$ cat src/rtl/spi_dm_pkg.sv
package spi_dm_pkg;
  typedef enum logic [2:0] {
    ST_IDLE,
    ST_LEAD,
    ST_LOW,
    ST_HIGH,
    ST_TRAIL,
    ST_GAP
  } spi_state_e;
endpackage

$ cat src/rtl/spi_dm_prescaler.sv
module spi_dm_prescaler #(
  parameter int PRE_W = 3
) (
  input  logic             clk_i,
  input  logic             rst_ni,
  input  logic             en_i,
  input  logic [PRE_W-1:0] exp_i,
  output logic             tick_o
);
  localparam int PC_W = (1 << PRE_W) - 1;

  logic [PC_W-1:0] cnt_q;
  logic [PC_W-1:0] lim;

  assign lim    = PC_W'((32'd1 << exp_i) - 32'd1);
  assign tick_o = en_i && (cnt_q == lim);

  // restarts on wake so delays are counted from the select edge
  always_ff @(posedge clk_i or negedge rst_ni) begin
    if (!rst_ni)     cnt_q <= '0;
    else if (!en_i)  cnt_q <= '0;
    else if (tick_o) cnt_q <= '0;
    else             cnt_q <= cnt_q + PC_W'(1);
  end
endmodule

$ cat src/rtl/spi_dm_timer.sv
module spi_dm_timer #(
  parameter int CNT_W = 10
) (
  input  logic             clk_i,
  input  logic             rst_ni,
  input  logic             tick_i,
  input  logic             load_i,
  input  logic [CNT_W-1:0] val_i,
  output logic             done_o
);
  logic [CNT_W-1:0] cnt_q;

  assign done_o = tick_i && (cnt_q == '0);

  always_ff @(posedge clk_i or negedge rst_ni) begin
    if (!rst_ni)                     cnt_q <= '0;
    else if (load_i)                 cnt_q <= val_i;
    else if (tick_i && cnt_q != '0)  cnt_q <= cnt_q - CNT_W'(1);
  end
endmodule

$ cat src/rtl/spi_dm_shifter.sv
module spi_dm_shifter #(
  parameter int DATA_W = 16,
  parameter int IDX_W  = 4
) (
  input  logic              clk_i,
  input  logic              rst_ni,
  input  logic              load_i,
  input  logic [DATA_W-1:0] data_i,
  input  logic [IDX_W-1:0]  len_i,
  input  logic              launch_i,
  input  logic              capture_i,
  input  logic              miso_i,
  output logic              mosi_o,
  output logic [DATA_W-1:0] rx_next_o,
  output logic              last_o
);
  logic [DATA_W-1:0] tx_q, rx_q;
  logic [IDX_W-1:0]  idx_q;

  assign last_o    = (idx_q == '0);
  assign rx_next_o = {rx_q[DATA_W-2:0], miso_i};

  always_ff @(posedge clk_i or negedge rst_ni) begin
    if (!rst_ni) begin
      tx_q   <= '0;
      rx_q   <= '0;
      idx_q  <= '0;
      mosi_o <= 1'b0;
    end else begin
      if (launch_i) mosi_o <= tx_q[idx_q];
      // a reload on the final capture takes priority
      if (load_i) begin
        tx_q  <= data_i;
        idx_q <= len_i;
        rx_q  <= '0;
      end else if (capture_i) begin
        rx_q <= rx_next_o;
        if (idx_q != '0) idx_q <= idx_q - IDX_W'(1);
      end
    end
  end
endmodule

$ cat src/rtl/spi_delay_master.sv
module spi_delay_master #(
  parameter int DATA_W = 16,
  parameter int PRE_W  = 3,
  parameter int DIV_W  = 8,
  parameter int DLY_W  = 8,
  parameter int IDX_W  = $clog2(DATA_W)
) (
  input  logic              clk_i,
  input  logic              rst_ni,
  input  logic [PRE_W-1:0]  cfg_prescale_i,
  input  logic [DIV_W-1:0]  cfg_sck_div_i,
  input  logic [DLY_W-1:0]  cfg_lead_dly_i,
  input  logic [DLY_W-1:0]  cfg_trail_dly_i,
  input  logic [DLY_W-1:0]  cfg_gap_dly_i,
  input  logic [IDX_W-1:0]  cfg_frame_len_i,
  input  logic              cfg_cont_i,
  input  logic [DATA_W-1:0] tx_data_i,
  input  logic              tx_valid_i,
  output logic              tx_ready_o,
  output logic [DATA_W-1:0] rx_data_o,
  output logic              rx_valid_o,
  output logic              busy_o,
  output logic              sck_o,
  output logic              cs_no,
  output logic              mosi_o,
  input  logic              miso_i
);
  import spi_dm_pkg::*;

  localparam int CNT_W = ((DIV_W > DLY_W) ? DIV_W : DLY_W) + 1;

  spi_state_e        st_q, st_d;
  logic              cs_d, sck_d, rxv_d;
  logic              tick, done, last;
  logic              ld_en, load_word, launch, capture;
  logic [CNT_W-1:0]  ld_val, period, low_len, high_len;
  logic [DATA_W-1:0] rx_next, rx_q;

  assign period   = CNT_W'(cfg_sck_div_i) + CNT_W'(2);
  assign low_len  = period >> 1;
  assign high_len = period - low_len;
  assign busy_o   = (st_q != ST_IDLE);

  spi_dm_prescaler #(.PRE_W(PRE_W)) i_pre (
    .clk_i, .rst_ni, .en_i(busy_o), .exp_i(cfg_prescale_i), .tick_o(tick)
  );

  spi_dm_timer #(.CNT_W(CNT_W)) i_tmr (
    .clk_i, .rst_ni, .tick_i(tick), .load_i(ld_en), .val_i(ld_val), .done_o(done)
  );

  spi_dm_shifter #(.DATA_W(DATA_W), .IDX_W(IDX_W)) i_shf (
    .clk_i, .rst_ni, .load_i(load_word), .data_i(tx_data_i), .len_i(cfg_frame_len_i),
    .launch_i(launch), .capture_i(capture), .miso_i, .mosi_o, .rx_next_o(rx_next),
    .last_o(last)
  );

  always_comb begin
    st_d = st_q; cs_d = cs_no; sck_d = sck_o; rxv_d = 1'b0;
    tx_ready_o = 1'b0; load_word = 1'b0; launch = 1'b0; capture = 1'b0;
    ld_en = 1'b0; ld_val = '0;
    unique case (st_q)
      ST_IDLE: begin
        tx_ready_o = 1'b1;
        if (tx_valid_i) begin
          load_word = 1'b1; cs_d = 1'b0; st_d = ST_LEAD;
          ld_en = 1'b1; ld_val = CNT_W'(cfg_lead_dly_i);
        end
      end
      ST_LEAD, ST_HIGH: if (done) begin
        launch = 1'b1; sck_d = 1'b0; st_d = ST_LOW;
        ld_en = 1'b1; ld_val = low_len - CNT_W'(1);
      end
      ST_LOW: if (done) begin
        capture = 1'b1; sck_d = 1'b1; ld_en = 1'b1;
        st_d = ST_HIGH; ld_val = high_len - CNT_W'(1);
        if (last) begin
          rxv_d = 1'b1;
          tx_ready_o = cfg_cont_i;
          if (!(cfg_cont_i && tx_valid_i)) begin
            st_d = ST_TRAIL; ld_val = CNT_W'(cfg_trail_dly_i);
          end else begin
            load_word = 1'b1;
          end
        end
      end
      ST_TRAIL: if (done) begin
        cs_d = 1'b1; st_d = ST_GAP;
        ld_en = 1'b1; ld_val = CNT_W'(cfg_gap_dly_i) + CNT_W'(1);
      end
      ST_GAP: if (done) begin
        tx_ready_o = 1'b1;
        st_d = ST_IDLE;
        // a waiting word starts straight from the gap end
        if (tx_valid_i) begin
          load_word = 1'b1; cs_d = 1'b0; st_d = ST_LEAD;
          ld_en = 1'b1; ld_val = CNT_W'(cfg_lead_dly_i);
        end
      end
      default: st_d = ST_IDLE;
    endcase
  end

  always_ff @(posedge clk_i or negedge rst_ni) begin
    if (!rst_ni) begin
      st_q       <= ST_IDLE;
      cs_no      <= 1'b1;
      sck_o      <= 1'b1;
      rx_valid_o <= 1'b0;
      rx_q       <= '0;
    end else begin
      st_q       <= st_d;
      cs_no      <= cs_d;
      sck_o      <= sck_d;
      rx_valid_o <= rxv_d;
      if (rxv_d) rx_q <= rx_next;
    end
  end

  assign rx_data_o = rx_q;
endmodule

$ cat config.mk
export PLATFORM = sky130hd
export DESIGN_NAME = spi_delay_master
export DESIGN_NICKNAME = d
export VERILOG_FILES = /design/src/rtl/spi_dm_pkg.sv /design/src/rtl/spi_dm_prescaler.sv /design/src/rtl/spi_dm_timer.sv /design/src/rtl/spi_dm_shifter.sv /design/src/rtl/spi_delay_master.sv
export SDC_FILE = /design/constraint.sdc
export NUM_CORES = 1
export LEC_CHECK = 0
export BUFFER_PORTS_ARGS = -buffer_cell sky130_fd_sc_hd__buf_4
export CAP_MARGIN = 0
export CORE_MARGIN = 2
export CORE_UTILIZATION = 57
export DETAILED_ROUTE_END_ITERATION = 6
export GPL_ROUTABILITY_DRIVEN = 0
export HOLD_SLACK_MARGIN = 0.08
export MAX_ROUTING_LAYER = met4
export PLACE_DENSITY = 0.91
export SLEW_MARGIN = 20
export SYNTH_ARGS = -nofsm -noshare
export SYNTH_HDL_FRONTEND = slang
export SYNTH_SLANG_ARGS = --single-unit
$ cat constraint.sdc
create_clock -name clk_i -period 4 [get_ports clk_i]
set_input_delay 0.6 -clock clk_i [delete_from_list [all_inputs] [get_ports clk_i]]
set_output_delay 0.6 -clock clk_i [all_outputs]
set_load 0.02 [all_outputs]
### Yosys cells after proc, flatten, opt, wreduce, memory -nomap -nowiden

Index checks and enable logic that the tools add are counted.

| word-level totals | value |
|---|---|
| output and inout bits | 22 |
| input bits | 60 |
| logic and storage cells | 104 |
| register bits | 74 |

| cells by class | value |
|---|---|
| eq/ne operators | 11 |
| reductions and logical operators | 21 |
| add/sub/neg operators | 9 |
| multiplexer cells | 50 |
| shift operators | 1 |
| order comparisons | 1 |

Operator list:

| cell | number |
|---|---|
| 9-bit two-way mux | 8 |
| 9-bit case mux with 5 select lines | 1 |
| 15-bit two-way mux | 2 |
| 3-bit two-way mux | 7 |
| 1-bit two-way mux | 19 |
| 9-bit by 1-bit subtractor with 9-bit output, second input constant | 2 |
| 3-bit case mux with 5 select lines | 1 |
| 7-bit two-way mux | 2 |
| 4-bit two-way mux | 3 |
| 1-bit case mux with 3 select lines | 4 |
| 2-bit != test, second input constant | 5 |
| 8-bit by 1-bit adder with 9-bit output, second input constant | 1 |
| 8-bit by 2-bit adder with 9-bit output, second input constant | 1 |
| 9-bit zero test | 1 |
| 9-bit nonzero test | 1 |
| 8-bit by 1-bit subtractor with 9-bit output, second input constant | 1 |
| 9-bit by 8-bit subtractor with 9-bit output | 1 |
| 8-bit two-way mux | 1 |
| 2-bit nonzero test | 4 |
| 7-bit by 1-bit adder with 7-bit output, second input constant | 1 |
| 7-bit == test | 1 |
| 1-bit by 3-bit left shift with 7-bit output, first input constant | 1 |
| 7-bit by 1-bit subtractor with 7-bit output, second input constant | 1 |
| 3-bit by 2-bit == test with 1-bit output, second input constant | 2 |
| 16 further kinds | 22 |

### Depth between registers and ports, before layout

| logic depth | value |
|---|---|
| depth after elaboration | 9 |
| mapped depth | 14 |
| gate-level depth less buffers | 12 |

### By module

A second synthesis with hierarchy kept.

| second synthesis, totals | value |
|---|---|
| cells, all modules | 479 |
| area total of the unflattened synthesis | 4827.1 um2 |

By module, submodules not included:

| module | cells an instance | area an instance (um2) | instances |
|---|---|---|---|
| spi_delay_master | 236 | 2109.5 | 1 |
| spi_dm_shifter | 123 | 1630.3 | 1 |
| spi_dm_timer | 68 | 586.8 | 1 |
| spi_dm_prescaler | 52 | 500.5 | 1 |

### Worst setup path after synthesis

OpenSTA, ideal clock, no wires.

| timing | value |
|---|---|
| kind | input -> register |
| from | in cfg_prescale_i[2] |
| to | reg i_shf.tx_q[10] |
| arrival | 3575 ps |
| setup slack | 300 ps |
| buffers on the path | 3 |
| stages on the path | 12 |
| required time | 3875 ps |
| cell sequence | clkbuf_1 or3_1 ha_1 or4b_1 and3_1 xor2_1 nand4_1 o21ai_2 and2_1 buf_4 buf_6 mux2_2 |

| between the ends | value |
|---|---|
| longest elaborated chain between the ends | 7 |
| elaborated cells between the ends (all ways) | 8 |
| classes of those cells | 1 x add/sub; 1 x eq/ne; 1 x shift; 3 x mux; 2 x reduce/logical |

Ends and longest elaborated chain:

| element | RTL line | RTL |
|---|---|---|
| from (decl) | spi_delay_master.sv:10 | `input logic [PRE_W-1:0] cfg_prescale_i,` |
| 1-bit by 3-bit left shift with 7-bit output (*) | spi_dm_prescaler.sv:15 | `assign lim = PC_W'((32'd1 << exp_i) - 32'd1);` |
| 7-bit by 1-bit subtractor with 7-bit output (*) | spi_dm_prescaler.sv:15 |  |
| 7-bit == test (*) | spi_dm_prescaler.sv:16 | `assign tick_o = en_i && (cnt_q == lim);` |
| 1-bit logical AND (*) | spi_dm_prescaler.sv:16 |  |
| 1-bit logical AND (*) | spi_dm_timer.sv:13 | `assign done_o = tick_i && (cnt_q == '0);` |
| 1-bit two-way mux (on tied branches) | spi_delay_master.sv:91, spi_delay_master.sv:74 |  |
| 1-bit case mux with 3 select lines (*) | spi_delay_master.sv:62 | `unique case (st_q)` |
| to (signal assigned) | spi_dm_shifter.sv:33 | `tx_q <= data_i;` |
| to (decl) | spi_dm_shifter.sv:17 | `logic [DATA_W-1:0] tx_q, rx_q;` |

Mark *: on every way between the ends. The rest lies on a longest branch, timed or not.
A chain may end at the register's enable or synchronous reset.

### Worst setup path after layout

| timing | value |
|---|---|
| from | in cfg_prescale_i[2] |
| to | out tx_ready_o |

| between the ends | value |
|---|---|
| longest elaborated chain between the ends | 7 |
| elaborated cells between the ends (all ways) | 8 |
| classes of those cells | 1 x add/sub; 1 x eq/ne; 1 x shift; 3 x mux; 2 x reduce/logical |

Ends and longest elaborated chain:

| element | RTL line | RTL |
|---|---|---|
| 1-bit by 3-bit left shift with 7-bit output (*) | spi_dm_prescaler.sv:15 |  |
| 7-bit by 1-bit subtractor with 7-bit output (*) | spi_dm_prescaler.sv:15 |  |
| 7-bit == test (*) | spi_dm_prescaler.sv:16 |  |
| 1-bit logical AND (*) | spi_dm_prescaler.sv:16 |  |
| 1-bit logical AND (*) | spi_dm_timer.sv:13 |  |
| 1-bit two-way mux (on tied branches) | spi_delay_master.sv:91, spi_delay_master.sv:74 |  |
| 1-bit case mux with 3 select lines (*) | spi_delay_master.sv:62 |  |
| to (decl) | spi_delay_master.sv:19 | `output logic tx_ready_o,` |

Marks and branches as above.

==> flow_summary.ini <==
[drt]
postRouteAntennaNets = 0
post_drt_wl_per_cell_um = 16.36
dr.pass1.iters = 5
routed_wl_um = 10720
via_per_inst = 5.827
drt_iter0_drc = 176
drcViolationCount = 0
num_vias = 3817

[grt]
grt_pass1_vias = 3722
track_usage_pct = 25.14
grt_max_degree = 75
grt_pass1_wl_um = 17390
antenna_found_initial = 0
grt_overflow = 0

[timing]
finalSetupTns_ps = 0
finalMaxSlewViolations = 0
tightest_slew_ps = 918.7
layout_setup_ws_ps = 504.4
rsz0062_at_grt = no
fin_skew_ps = 17.75
clock.fmax_mhz = 286.1
slew_headroom_pct = 38.75
setup_violations = 0
min_period_over_period_pct = 87.39
finalHoldViolations = 0
period_needed_ps = 3496

[logic_synthesis]
postSynthCellCount = 465
synth_cell_types = 67
synth_fp_nets = 547
synth_commonest_cells = 72 x dfrtp_1, 44 x nor2_1, 36 x mux2_2
synth_ff_type = dfrtp_1
synth_top_cell_area_share_pct = 37.73
synth_area_per_cell_um2 = 10.27
synth_top_family_by_area = simple AND/OR/NAND/NOR gates
synthAdderAreaFrac_pct = 5.764
yosysWarnings = 0
synth-edff-count = 0
synthMuxAreaShare_pct = 15.72
synth_most_common_cell = dfrtp_1
synth_xor_area_share_pct = 8.593
synthesis.area_um2 = 4776
synth.ff_latch_count = 74
synth_compound_area_share_pct = 10.69
yosysTopAreaCell = dfrtp_1
synth-async-reset-ratio_pct = 100.0
ys_seq_area_share_pct = 38.83
netlist_top_cells_area = dfrtp_1 38%, mux2_2 8.5%, ha_1 5.8%, xnor2_1 4.6%, mux2i_1 4.4%
synth-simple-area-share_pct = 15.88

[floorplan]
dieArea_um2 = 9127
rows = 33
die_x_um = 95.54
core_region_area_um2 = 8175
initial_utilization_pct = 58.42
pin_count = 82
die_h_um = 95.54

[pwr]
power.density_nw_per_um2 = 396.3
ir_worst_vdd_mv = 0.3011
p_leak_uw = 0.002608
power.total_uw = 2230

[job]
maxCapViolCount = 0

[placed_design]
dp.final_hpwl_um = 8129
dp_slack_ps = 220.4
port_buffers = 81
numPlacedInstances = 639

[clock_network]
cts_sinks = 74
clkTransAtPathRegs_ps = 100
cts_root_buf = clkbuf_8
cts_resized = 0
post_cts_buffers = 0
h-tree-depth = 3
insertion_delay_ps = 350
cts_buffers = 9
cts_buffer_depth = 2
cts_tree = built
hold_buffers = 0

[final_layout]
drive_above_1_share_pct = 30.36
diodes = 0
stdcell_count = 655
regArea_um2 = 1854
fill_cells = 647
area_delta_synth_final_pct = 17.82
layout.nets = 627
multi_input_area_um2 = 2705

[outcome]
status = finished, final reports clean

[hold_path]
hold_class = in2async

[setup_path]
worst_ep_arrival_time_ps = 2900
start_kind = primary input
crit_required_ps = 3400
cp-end-kind = output port
reg2reg_slack_ps = 700
crit_type = in2out
cp_max_fo = 13
==> per-stage QoR <==
stage / hold WS [ps] / instance area [um^2] / util, %
after floorplan: 304.4 / 4776 / -
after global placement: 465.6 / 5449 / 66.65
after detailed placement: 483.7 / 5449 / 66.65
after CTS: 406.4 / 5627 / 68.82
after global routing: 432.9 / 5627 / 68.82
final: 360.6 / 5627 / 68.82
==> critical path: stages <==
cell     delay, ps
buf_4          150
or3_1          380
ha_1           270
or4b_1         520
and3_1         240
xor2_1         180
nand4_1        170
o21ai_2        200
buf_4          180
==> cell type report <==
cell class | count | share of cell area [%]
multi-input cells | 348 | 48.08
flip-flops and latches | 74 | 32.96
repair buffers | 90 | 12.01
well taps | 105 | 2.335
clock buffers | 10 | 2.268
inverters | 22 | 1.468
clock inverters | 6 | 0.8895
==> path summary, 6_finish.rpt <==
path	start	to	cells past startpoint
min reg2reg	i_shf.tx_q[12]	i_shf.tx_q[12]	1
max in group asynchronous	rst_ni	rx_data_o[0]	1
min	rst_ni	i_tmr.cnt_q[4]	1
max	cfg_prescale_i[2]	tx_ready_o	9
max reg2reg	i_shf.idx_q[0]	i_tmr.cnt_q[5]	8
min in group clk_i	tx_data_i[12]	i_shf.tx_q[12]	2
==> logic make-up after synthesis <==
kind of cell             count (synthesis)
AO/OA/AOI/OAI                           73
adder cells (fa/ha/maj)                 22
XOR/XNOR                                46
AND/OR/NAND/NOR                        143
multiplexers                            64
flip-flops                              74
buffers and inverters                   43
==> placed cells by master, fill, tap and decap left out, drive strengths merged, types with 3 or more instances in the layout <==
cell type  synthesis  final
o22ai              4      4
ha                22     22
mux2i             21     21
and3               7      7
clkbuf            10     10
a222oi             5      5
nor2              45     45
a22oi              5      5
nand3             11     11
nand2             27     27
mux2              38     38
buf               11     90
o21ai             16     16
a211oi             3      3
nand4              7      7
or2                3      3
a221oi             3      3
nor3              11     11
a21oi             16     16
and2               6      6
nand2b             7      7
xnor2             26     26
mux4               5      5
xor2              20     20
inv               22     24
or4                3      3
nor4               4      4
dfrtp             72     72
a31oi              3      3
==> metal layers <==
metal / global-route usage [%] / part of all wire (%) / vias up
met5: - / 0 / -
li1: - / - / 1836
met3: 5.534 / 5.8 / 20
met1: 31.59 / 43 / 1831
met2: 41.14 / 50 / 130
met4: 7.024 / 1.9 / 0
==> report_power, final <==
part / internal (uW) / leakage [uW] / total, uW / switching, uW
Clock: 232 / 0.0000835 / 535 / 303
Combinational: 346 / 0.00156 / 719 / 373
Sequential: 861 / 0.000964 / 976 / 115
==> registers in the layout, summed over array words and instances (netlist names) <==
| register | count |
|---|---|
| i_tmr.cnt_q | 9 |
| i_shf.idx_q | 4 |
| sck_o | 1 |
| rx_data_o | 16 |
| i_shf.tx_q | 16 |
| rx_valid_o | 1 |
| i_shf.mosi_o | 1 |
| i_pre.cnt_q | 7 |
| cs_no | 1 |
| i_shf.rx_q | 15 |
| st_q | 3 |
(Power assumes the default switching activity.)
